`config.mk`:
```
export PLATFORM = sky130hd
export DESIGN_NAME = alu8_top
export DESIGN_NICKNAME = d
export VERILOG_FILES = /design/src/rtl/alu8_pkg.sv /design/src/rtl/alu8_arith.sv /design/src/rtl/alu8_logic.sv /design/src/rtl/alu8_core.sv /design/src/rtl/alu8_top.sv
export SDC_FILE = /design/constraint.sdc
export NUM_CORES = 1
export LEC_CHECK = 0
export ABC_AREA = 1
export BUFFER_PORTS_ARGS = -buffer_cell sky130_fd_sc_hd__buf_2
export CAP_MARGIN = 20
export CORE_MARGIN = 5
export CORE_UTILIZATION = 51
export CTS_CLUSTER_SIZE = 28
export DETAILED_ROUTE_END_ITERATION = 12
export PLACE_DENSITY = 0.83
export SLEW_MARGIN = 10
export SYNTH_ARGS = -nofsm -noshare
export SYNTH_HDL_FRONTEND = slang
export SYNTH_SLANG_ARGS = --single-unit
export TNS_END_PERCENT = 1
```
`constraint.sdc`:
```
create_clock -name clk -period 5.25 [get_ports clk]
set_clock_uncertainty 0.2 [all_clocks]
set_input_delay 0.525 -clock clk [delete_from_list [all_inputs] [get_ports clk]]
set_output_delay 0.525 -clock clk [all_outputs]
set_load 0.005 [all_outputs]
```
`src/rtl/alu8_pkg.sv`:
```
package alu8_pkg;

    localparam int DATA_W = 8;
    localparam int OP_W   = 4;

    // arithmetic variant, decoded from opcode bits [1:0]
    typedef enum logic [1:0] {
        AR_ADDC = 2'b00,
        AR_SUBC = 2'b01,
        AR_ADDV = 2'b10,
        AR_SUBV = 2'b11
    } arith_sel_e;

    // bitwise variant, decoded from opcode bits [2:0]
    typedef enum logic [2:0] {
        LG_XOR  = 3'b000,
        LG_INV  = 3'b001,
        LG_AND  = 3'b010,
        LG_OR   = 3'b011,
        LG_NAND = 3'b100,
        LG_PASS = 3'b101,
        LG_XNOR = 3'b110,
        LG_NOR  = 3'b111
    } logic_sel_e;

    typedef struct packed {
        logic ovf;
        logic zero;
        logic neg;
        logic cry;
    } status_t;

endpackage

```
`src/rtl/alu8_arith.sv`:
```
module alu8_arith
    import alu8_pkg::*;
#(
    parameter int W = DATA_W
) (
    input  logic [W-1:0] a_i,
    input  logic [W-1:0] b_i,
    input  arith_sel_e   sel_i,
    input  logic         cin_i,
    output logic [W-1:0] sum_o,
    output logic         cout_o,
    output logic         ovf_o,
    output logic         neg_o,
    output logic         cry_o
);

    logic [W-1:0] b_eff;
    logic         c_first;
    logic [W:0]   chain;

    // operand inversion and carry-in source per variant
    always_comb begin
        unique case (sel_i)
            AR_ADDC: begin b_eff = b_i;  c_first = cin_i; end
            AR_SUBC: begin b_eff = ~b_i; c_first = cin_i; end
            AR_ADDV: begin b_eff = b_i;  c_first = 1'b0;  end
            AR_SUBV: begin b_eff = ~b_i; c_first = 1'b1;  end
            default: begin b_eff = b_i;  c_first = 1'b0;  end
        endcase
    end

    assign chain[0] = c_first;

    // ripple chain, one full-adder slice per bit
    for (genvar i = 0; i < W; i++) begin : g_slice
        assign sum_o[i]   = a_i[i] ^ b_eff[i] ^ chain[i];
        assign chain[i+1] = (a_i[i] & b_eff[i]) | (chain[i] & (a_i[i] ^ b_eff[i]));
    end

    assign cout_o = chain[W];

    // class-qualified flags
    always_comb begin
        ovf_o = 1'b0;
        neg_o = 1'b0;
        cry_o = 1'b0;
        unique case (sel_i)
            AR_ADDC: cry_o = chain[W];
            AR_SUBC: neg_o = sum_o[W-1];
            AR_ADDV: begin
                cry_o = chain[W];
                ovf_o = chain[W] ^ chain[W-1];
            end
            AR_SUBV: neg_o = sum_o[W-1];
            default: ;
        endcase
    end

endmodule

```
`src/rtl/alu8_logic.sv`:
```
module alu8_logic
    import alu8_pkg::*;
#(
    parameter int W = DATA_W
) (
    input  logic [W-1:0] a_i,
    input  logic [W-1:0] b_i,
    input  logic_sel_e   sel_i,
    output logic [W-1:0] y_o
);

    function automatic logic bit_fn(input logic_sel_e s, input logic x, input logic y);
        logic r;
        unique case (s)
            LG_XOR:  r = x ^ y;
            LG_INV:  r = ~x;
            LG_AND:  r = x & y;
            LG_OR:   r = x | y;
            LG_NAND: r = ~(x & y);
            LG_PASS: r = x;
            LG_XNOR: r = ~(x ^ y);
            LG_NOR:  r = ~(x | y);
            default: r = 1'b0;
        endcase
        return r;
    endfunction

    for (genvar i = 0; i < W; i++) begin : g_bit
        assign y_o[i] = bit_fn(sel_i, a_i[i], b_i[i]);
    end

endmodule

```
`src/rtl/alu8_core.sv`:
```
module alu8_core
    import alu8_pkg::*;
#(
    parameter int W = DATA_W
) (
    input  logic [W-1:0]    a_i,
    input  logic [W-1:0]    b_i,
    input  logic [OP_W-1:0] op_i,
    input  logic            st_i,
    output logic [W-1:0]    res_o,
    output status_t         st_o,
    output logic            craw_o
);

    logic [W-1:0] ar_sum, lg_y;
    logic         ar_cout, ar_ovf, ar_neg, ar_cry;
    logic         use_logic;

    assign use_logic = op_i[OP_W-1];

    alu8_arith #(.W(W)) u_arith (
        .a_i    (a_i),
        .b_i    (b_i),
        .sel_i  (arith_sel_e'(op_i[1:0])),
        .cin_i  (st_i),
        .sum_o  (ar_sum),
        .cout_o (ar_cout),
        .ovf_o  (ar_ovf),
        .neg_o  (ar_neg),
        .cry_o  (ar_cry)
    );

    alu8_logic #(.W(W)) u_logic (
        .a_i   (a_i),
        .b_i   (b_i),
        .sel_i (logic_sel_e'(op_i[2:0])),
        .y_o   (lg_y)
    );

    always_comb begin
        if (use_logic) begin
            res_o    = lg_y;
            st_o.ovf = 1'b0;
            st_o.neg = 1'b0;
            st_o.cry = 1'b0;
            craw_o   = 1'b0;
        end else begin
            res_o    = ar_sum;
            st_o.ovf = ar_ovf;
            st_o.neg = ar_neg;
            st_o.cry = ar_cry;
            craw_o   = ar_cout;
        end
        st_o.zero = ~|res_o;
    end

endmodule

```
`src/rtl/alu8_top.sv`:
```
module alu8_top
    import alu8_pkg::*;
#(
    parameter int W = DATA_W
) (
    input  logic            clk,
    input  logic            rst,
    input  logic            ld_en,
    input  logic [W-1:0]    a_in,
    input  logic [W-1:0]    b_in,
    input  logic [OP_W-1:0] op,
    output logic [W-1:0]    result,
    output logic [3:0]      status
);

    logic [W-1:0] a_q, b_q;
    logic         c_q;
    logic         c_raw;
    status_t      st;

    // operand and carry registers
    always_ff @(posedge clk) begin
        if (rst) begin
            a_q <= '0;
            b_q <= '0;
            c_q <= 1'b0;
        end else if (ld_en) begin
            a_q <= a_in;
            b_q <= b_in;
            c_q <= c_raw;
        end
    end

    alu8_core #(.W(W)) u_core (
        .a_i    (a_q),
        .b_i    (b_q),
        .op_i   (op),
        .st_i   (c_q),
        .res_o  (result),
        .st_o   (st),
        .craw_o (c_raw)
    );

    assign status = st;

endmodule

```
# Word level (Yosys, flattened, before mapping)
# Index checks and enable logic that the tools add are counted.
[word_totals]
ff_bits = 17
latch_bits = 0
ram_bits = 0
mem_bits_ro = 0
in_bits = 23
elab_cells = 135
n_memories = 0
[classes]
n_addsub = 0
multipliers = 0
div_mod_pow = 0
n_lt_le_gt_ge = 0
n_eq_ne = 10
n_shift = 0
n_mux = 17
bitwise = 98
n_reduce_logical = 7
[op_table]
columns = ["op", "n"]
rows = [
  ["$pmux 1 s8", 8],
  ["$not 1->1", 32],
  ["$xor 1x1->1", 25],
  ["$and 1x1->1", 24],
  ["$or 1x1->1", 16],
  ["$pmux 8 s2", 1],
  ["$eq 3x3->1 const B", 4],
  ["$mux 8", 1],
  ["$not 8->8", 1],
  ["$reduce_or 8->1", 1],
  ["$eq 3x2->1 const B", 2],
  ["$reduce_or 2->1", 3],
  ["$mux 1", 5],
  ["$eq 2x2->1 const B", 2],
  ["$eq 3x1->1 const B", 1],
  ["$logic_not 3->1", 1],
  ["$pmux 1 s3", 1],
  ["$eq 2x1->1 const B", 1],
  ["$logic_not 2->1", 1],
  ["$mux 2", 1],
  ["$logic_not 1->1", 1],
]

# Logic depth before layout (Yosys ltp)
# Gate-level depths: netlist of the first run.
[logic_depth]
depth_word = 23
ltp_mapped = 19
ltp_nobuf = 18

# By module
# A second synthesis of the first run with hierarchy kept.
[unflattened]
cells_unflattened = 369
area_unflattened_um2 = 2197.1
[modules_own_cells]
columns = ["mod", "instances", "cells_each", "area_per_inst_um2", "seq_area_each_um2"]
rows = [
  ["alu8_logic", 1, 178, 954.7, 0.0],
  ["alu8_top", 1, 108, 732.0, 340.3],
  ["alu8_arith", 1, 42, 339.1, 0.0],
  ["alu8_core", 1, 41, 171.4, 0.0],
]

# Worst setup path after synthesis of the first run
# Ideal clock, no wire load.
[synth_timing]
path_kind = "input to output"
from = "input op[0]"
to = "output status[2]"
arrival_time_ps = 4460
slack_ps = 65
stages = 18
cell_sequence = "buf_6 -> buf_4 -> xnor2_1 -> fa_1 -> fa_1 -> fa_1 -> fa_1 -> inv_1 -> fa_1 -> inv_1 -> fa_1 -> fa_1 -> fa_1 -> or2_2 -> nand2_1 -> nor2_1 -> nand2_1 -> nor2_1"
[synth_via]
elab_chain_len = 22
elab_cells_between_ends = 65
classes_between = "eq/ne (10); mux (11); bitwise (37); reduce/logical (7)"
[synth_rtl]
columns = ["item", "line", "rtl"]
rows = [
  ["start: declaration", "alu8_top.sv:11", "input logic [OP_W-1:0] op,"],
  ["$eq 2x2->1 (tied with other cells)", "alu8_arith.sv:23", "unique case (sel_i)"],
  ["$reduce_or 2->1 (no line)", "--", ""],
  ["$pmux 8 s2", "alu8_arith.sv:23", ""],
  ["$xor 1x1->1", "alu8_arith.sv:37", "assign chain[i+1] = (a_i[i] & b_eff[i]) | (chain[i] & (a_i[i] ^ b_eff[i]));"],
  ["$and 1x1->1", "alu8_arith.sv:37", ""],
  ["$or 1x1->1", "alu8_arith.sv:37", ""],
  ["$and 1x1->1", "alu8_arith.sv:37", ""],
  ["$or 1x1->1", "alu8_arith.sv:37", ""],
  ["(+7 left out)", "--", ""],
  ["$or 1x1->1", "alu8_arith.sv:37", ""],
  ["$and 1x1->1", "alu8_arith.sv:37", ""],
  ["$or 1x1->1", "alu8_arith.sv:37", ""],
  ["$xor 1x1->1", "alu8_arith.sv:36", "assign sum_o[i] = a_i[i] ^ b_eff[i] ^ chain[i];"],
  ["$mux 8 (*)", "alu8_core.sv:41", "if (use_logic) begin"],
  ["net result[7]", "alu8_top.sv:12", "output logic [W-1:0] result,"],
  ["$reduce_or 8->1 (*)", "alu8_core.sv:54", "st_o.zero = ~|res_o;"],
  ["$logic_not 1->1 (*)", "alu8_core.sv:54", ""],
  ["end: declaration", "alu8_top.sv:13", "output logic [3:0] status"],
]
# Mark *: on every way through the listed nets, which the timed path passes. The rest lies on a longest branch.

# Final worst setup path of the first run
[layout_timing]
from = "input op[0]"
to = "output status[2]"
[layout_via]
elab_chain_len = 22
elab_cells_between_ends = 65
classes_between = "eq/ne (10); mux (11); bitwise (37); reduce/logical (7)"
[layout_rtl]
columns = ["item", "line"]
rows = [
  ["$eq 2x2->1 (tied with other cells)", "alu8_arith.sv:23"],
  ["$reduce_or 2->1 (no line)", "--"],
  ["$pmux 8 s2", "alu8_arith.sv:23"],
  ["$xor 1x1->1", "alu8_arith.sv:36, alu8_arith.sv:37"],
  ["$and 1x1->1", "alu8_arith.sv:37"],
  ["$or 1x1->1", "alu8_arith.sv:37"],
  ["$and 1x1->1", "alu8_arith.sv:37"],
  ["$or 1x1->1", "alu8_arith.sv:37"],
  ["(+6 left out)", "--"],
  ["$and 1x1->1", "alu8_arith.sv:37"],
  ["$or 1x1->1", "alu8_arith.sv:37"],
  ["$and 1x1->1", "alu8_arith.sv:37"],
  ["$or 1x1->1", "alu8_arith.sv:37"],
  ["$xor 1x1->1", "alu8_arith.sv:36"],
  ["$mux 8 (*)", "alu8_core.sv:41"],
  ["$reduce_or 8->1 (*)", "alu8_core.sv:54"],
  ["$logic_not 1->1 (*)", "alu8_core.sv:54"],
]
# Every way passes the cells marked *; elsewhere a longest branch is shown, timed or not.

==> run summary, run 1 <==
Status: completed
GRT Overall Usage: 0.2058
Clock slew at reported path FFs: 0.06 ns
Die height: 72.79 microns
I/O pins: 35
Rows: 22
Share of layout cells above drive strength 1: 0.1988
Hold Path Origin: ld_en
I/O Buffers: 34
Tmin final: 5.122 ns
Critical R2R Capture: c_q
Pre-antenna DRT Iters: 4
DRT iter0 DRCs: 180
Initial core utilization: 0.5371
Yosys top cell by area: dfxtp_1
Critical path type: input port to output port
Unrepaired setup endpoints after global routing: false
CTS tree: yes
Final cycle utilization of the critical path: 0.9756
Library cells used by synthesis: 26
WHS Endpoint: c_q
Crit path max fanout: 4
Root Driver: clkbuf_8
Static Leak: 1.232 nW
Syn_area_per_cell: 6.486 sq um
Max-slew violations: 0
Maximum vdd drop: 181.1 uV
First-pass GRT wire length: 8666 microns
Yosys reg bits: 17
Vias in the first global route: 1910
Hold Path Class: input port to flip-flop
Clk sinks: 17
Worst slew pin tran: 0.7489 ns
Cell Area, Synth: 2011 sq um
Finished Core Util: 0.6046
Worst Hold Path Cells: 2
FF-to-FF setup slack: 1.14 ns
Sequential area share after synthesis: 0.1693
# hold bufs at CTS: 0
DRC viols: 0
Reg2Reg Depth: 13
Antenna violations before repair: 0
Post-synthesis net count: 357
Latest clock arrival within the worst-skew pair: 0.25 ns
Maximum clock frequency: 195.2 MHz
Core Area: 3744 sq um
Post-DR wirelength/cell: 13.77 microns
Synth Warn #: 0
Cells after Synth: 310
Slew HR: 0.5002
Share of the synthesized area in the top cell type: 0.1693
Reg2Reg Launch Point: c_q
Fin. Hold Viols: 0
Endpoints failing setup: 0
WL final: 5370 microns
Nets@finish: 390
Power Density: 195.2 nW/um^2
Multi-input logic area: 1410 sq um
Grt ovf: 0
CP Data Arrival Time: 4.40 ns
Die X: 72.79 microns
Worst path required time: 4.53 ns
Reg area: 340.3 sq um
DR vias: 2077
Fill cell count: 368
Die area: 5298 sq um
DP Wirelength: 4058 microns
Clock buffer depth: 2
Max_cap viols: 0
Inserted Clock Buffers: 3
Drt via density: 5.326
Crit path capture type: output port
Post-route ant nets: 0
Largest net degree at the start of global routing: 33
Synth-to-layout area growth: 12.57%
Fin cells: 390
Cells after DPL: 386
Post-CTS Setup Inserts: 0
Area contributors post-synth: dfxtp_1 17%, nand2_1 14%, ha_1 10%, inv_1 8.6%, fa_1 8.0%
Antenna cells: 0
CTS HTree Levels: 1
Global placement routability congestion: 0.8485
Startpoint Class: input port
==> cell families (layout without fill, tap and decap cells) <==
| logic type | after synthesis | after routing | share of synthesized area |
|---|---|---|---|
| AND/OR/NAND/NOR | 155 | 155 | 0.3671 |
| buffers and inverters | 61 | 93 | 0.1357 |
| AO/OA/AOI/OAI | 44 | 44 | 0.1095 |
| adder cells (fa/ha/maj) | 24 | 24 | 0.1792 |
| flip-flops | 17 | 17 | 0.1693 |
| XOR/XNOR | 9 | 9 | 0.03921 |
==> power by group <==
part           internal, W  leakage (nW)  switching (W)   total, W
sequential        0.000138         0.141     0.00000937   0.000148
clock            0.0000537        0.0228      0.0000412  0.0000949
combinational    0.0000835          1.07       0.000116   0.000199
total             0.000276          1.23       0.000166   0.000442
==> synthesized netlist by cell type, drive strengths merged <==
library cell   n
a21oi         17
buf            6
clkbuf         7
dfxtp         17
fa             8
ha            16
inv           48
nand2         80
nand3         22
nand3b         7
nand4          8
nor2          29
nor3           1
o21ai         27
or2            8
xnor2          8
xor2           1
==> critical path, stage by stage <==
cell	delay, ns
buf_4	0.12
inv_4	0.04
nand2_4	0.04
o21ai_0	0.10
fa_2	0.36
fa_2	0.35
fa_2	0.34
fa_1	0.37
inv_1	0.08
fa_1	0.16
inv_1	0.06
fa_2	0.36
fa_2	0.41
fa_1	0.42
or2_2	0.30
nand2_1	0.09
nor2_1	0.05
nand2_1	0.06
nor2_1	0.04
buf_2	0.12
==> registers in the layout, summed over array words and instances, names as in the netlist <==
name	flops
c_q	1
a_q	8
b_q	8
==> per-layer routing <==
| layer | vias to the layer above | share of wire | global-route usage |
|---|---|---|---|
| met2 | 95 | 0.46 | 0.3527 |
| met3 | 13 | 0.071 | 0.01653 |
| met5 | - | 0 | 0 |
| met4 | 0 | 0.017 | 0.06557 |
| li1 | 1038 | - | - |
| met1 | 931 | 0.45 | 0.2724 |
==> through the flow <==
step / setup TNS [ns] / cell area (sq um) / hold WS [ns] / setup slack [ns] / power, W
final: 0 / 2263 / 0.2776 / 0.1282 / 0.0004418
after global routing: 0 / 2263 / 0.2718 / 0.006754 / 0.0004739
after CTS: 0 / 2251 / 0.2730 / 0.004850 / 0.0004391
after detailed placement: -0.04627 / 2203 / 0.3235 / -0.04627 / 0.0003432
after global placement: 0 / 2203 / 0.3115 / 0.03084 / 0.0003356
after floorplan: 0 / 2011 / 0.2757 / 0.06540 / 0.0002801
==> cell type report <==
cell class / instances / area share
Multi-Input combinational cell: 232 / 0.6230
Sequential cell: 17 / 0.1504
Inverter: 48 / 0.08071
Clock buffer: 4 / 0.01990
Tap cell: 48 / 0.02653
Timing Repair Buffer: 41 / 0.09950
==> placed cells by master (no fill, tap or decap) <==
cell | Yosys | final
clkbuf_8 | 0 | 3
or2_2 | 8 | 8
inv_2 | 1 | 1
nor3_1 | 1 | 1
nor2_8 | 1 | 1
dfxtp_1 | 17 | 17
inv_4 | 1 | 1
nand2_1 | 77 | 77
o21ai_1 | 2 | 2
clkbuf_1 | 7 | 1
nand3b_1 | 7 | 7
fa_2 | 0 | 5
nand2_4 | 1 | 1
nand2_2 | 2 | 2
inv_1 | 46 | 46
ha_1 | 16 | 16
nor2_4 | 4 | 4
fa_1 | 8 | 3
nor2_2 | 1 | 1
o21ai_0 | 25 | 25
nor2_1 | 23 | 23
a21oi_1 | 17 | 17
nand4_1 | 8 | 8
buf_2 | 0 | 33
xor2_1 | 1 | 1
xnor2_1 | 8 | 8
buf_4 | 1 | 8
nand3_1 | 22 | 22
==> what timing repair did <==
action,CTS,global route
pin swaps,0,1
resized for setup,1,5
gates cloned,0,0
endpoints found under the setup margin,1,3
==> worst max path at each step <==
stage / startpoint / to / depth (start not counted)
3_5_place_dp: op[0] / status[2] / 20
4_1_cts: op[0] / status[2] / 20
3_3_place_gp: op[0] / status[2] / 20
6_report: op[0] / status[2] / 20
5_1_grt: op[0] / status[2] / 20
2_1_floorplan: op[0] / status[2] / 18
Note: power is estimated with default switching activity, not from simulation.
==> run 2, diff against run 1 <==
Settings changed: CAP_MARGIN 20 to 0, CORE_UTILIZATION 51 to 57, PLACE_DENSITY 0.83 to 0.87.
Clock period 5.25 ns to 5.05 ns, I/O delays scaled along.
==> run 2 against run 1 <==
Routed wire length shrank 9.8%. Count of clock-buffer cells in the layout is the same. Global-route usage shrank 0.89 points. Cell area shrank 0.22%. Power shrank 1.9%. First-iteration DRC count shrank 21%. Sequential power grew 3%. Critical endpoint unchanged. Highest routed layer unchanged.
==> run summary, run 2 (synthesis results as in run 1) <==
Placed Area: 2216 sq um
Synth-to-layout area growth: 12.32%
Clock slew at reported path FFs: 0.09 ns
DR vias: 1995
DP Wirelength: 3910 microns
Crit path max fanout: 3
Slew HR: 0.5211
Final cycle utilization of the critical path: 0.9857
WL final: 4843 microns
Unrepaired setup endpoints after global routing: true
Global placement routability congestion: 0.8829
Largest net degree at the start of global routing: 33
Die area: 4815 sq um
Crit path capture type: output port
Reg area: 341.6 sq um
Sw Ratio: 0.3852
Antenna violations before repair: 0
Share of total power in the clock network: 0.162
Grt ovf: 0
Startpoint Class: input port
Die X: 69.39 microns
Biggest regs: a_q: 8 flops, b_q: 8 flops, c_q: 1 flops
Critical Path Max Stage Delay: 0.52 ns
Most common cell after layout, fill and taps aside: nand2_1
Vias in the first global route: 1780
Core Area: 3363 sq um
Worst slew pin tran: 0.7176 ns
Power Density: 191.9 nW/um^2
Status: completed
Drt via density: 5.115
Antenna cells: 0
Maximum vdd drop: 161.7 uV
Share of layout cells above drive strength 1: 0.2064
Crit-path slowest cell: fa_1
CP delay by family, top: adder cells
CTS HTree Levels: 1
CP dominant cell by count: fa_2
Worst path required time: 4.35 ns
I/O pins: 35
Pre-antenna DRT Iters: 4
I/O Buffers: 34
Post-DR wirelength/cell: 12.42 microns
Critical path type: input port to output port
Clock buffer depth: 2
Initial core utilization: 0.5978
DRT iter0 DRCs: 143
CP Data Arrival Time: 4.27 ns
Post-route ant nets: 0
Latest clock arrival within the worst-skew pair: 0.29 ns
Endpoints failing setup: 0
Root Driver: clkbuf_4
GRT Overall Usage: 0.1969
Static Leak: 1.233 nW
Sw power: 0.0001669 W
Fill cell count: 317
CTS tree: yes
Fin. Hold Viols: 0
Clk sinks: 17
Hold Path Class: input port to flip-flop
Tmin final: 4.978 ns
# hold bufs at CTS: 0
Nets@finish: 392
Fin area: 2258 sq um
Maximum clock frequency: 200.9 MHz
Comb pwr share: 0.486
DRC viols: 0
Max-slew violations: 0
Max_cap viols: 0
Multi-input logic area: 1413 sq um
Die height: 69.39 microns
Rows: 21
Inserted Clock Buffers: 3
Hold WS: 0.2130 ns
Sequential power share: 0.352
Crit path buf inv count: 5
First-pass GRT wire length: 8010 microns
CP Cell Sequence: buf_2 > inv_4 > nand2_4 > o21ai_1 > fa_2 > fa_2 > fa_2 > fa_1 > inv_1 > fa_1 > inv_1 > fa_2 > fa_2 > fa_1 > or2_4 > nand2_1 > nor2_1 > nand2_1 > nor2_1 > buf_2
FF-to-FF setup slack: 1.05 ns
Internal power: 0.0002665 W
Commonest non-fill, non-tap cells in the layout: 77 x nand2_1, 46 x inv_1, 34 x buf_2
[run 2: per-layer routing]
metal / share of wire / vias up / track usage
li1: - / 1050 / -
met5: 0 / - / 0
met3: 0.087 / 5 / 0.01594
met1: 0.44 / 860 / 0.2718
met4: 0.012 / 0 / 0.07592
met2: 0.46 / 80 / 0.3167
[run 2: power by group through the flow]
| stage | Sequential, W | Clock (W) | Combinational, W |
|---|---|---|---|
| after detailed placement | 0.000156 | 0 | 0.000205 |
| final | 0.000153 | 0.0000700 | 0.000211 |
| after CTS | 0.000152 | 0.0000726 | 0.000208 |
| after global routing | 0.000154 | 0.0000782 | 0.000238 |
| after global placement | 0.000155 | 0 | 0.000200 |
| after floorplan | 0.000153 | 0 | 0.000140 |
[run 2: layout make-up]
class,instances,area share
clock buffer,4,0.01163
inverter,48,0.08089
multi-input combinational,232,0.6255
sequential,17,0.1512
tap,46,0.02548
timing repair buffer,43,0.1053
[run 2: metrics by stage]
stage               setup TNS (ns)  setup slack [ns]    util  total power [W]  instances
finish                           0           0.07244  0.6715        0.0004334        390
floorplan                        0           0.01925       -        0.0002931        310
global placement           -0.1554          -0.06951  0.6589        0.0003551        385
global route               -0.2018           -0.1132  0.6715        0.0004700        390
detailed placement         -0.3978           -0.1542  0.6589        0.0003607        385
CTS                              0          0.002115  0.6704        0.0004326        390
[run 2: repair_timing]
item,in CTS,in global routing
setup buffers,1,0
endpoints found under the setup margin,3,3
pin swaps,1,0
gates resized for setup,2,3
[run 2: final timing paths]
| path | cells past startpoint | end | from |
|---|---|---|---|
| worst max-delay path | 20 | status[2] | op[0] |
| worst min-delay path | 2 | c_q | ld_en |
| worst min register to register | 2 | b_q[4] | b_q[4] |
| worst max register to register | 13 | c_q | b_q[0] |
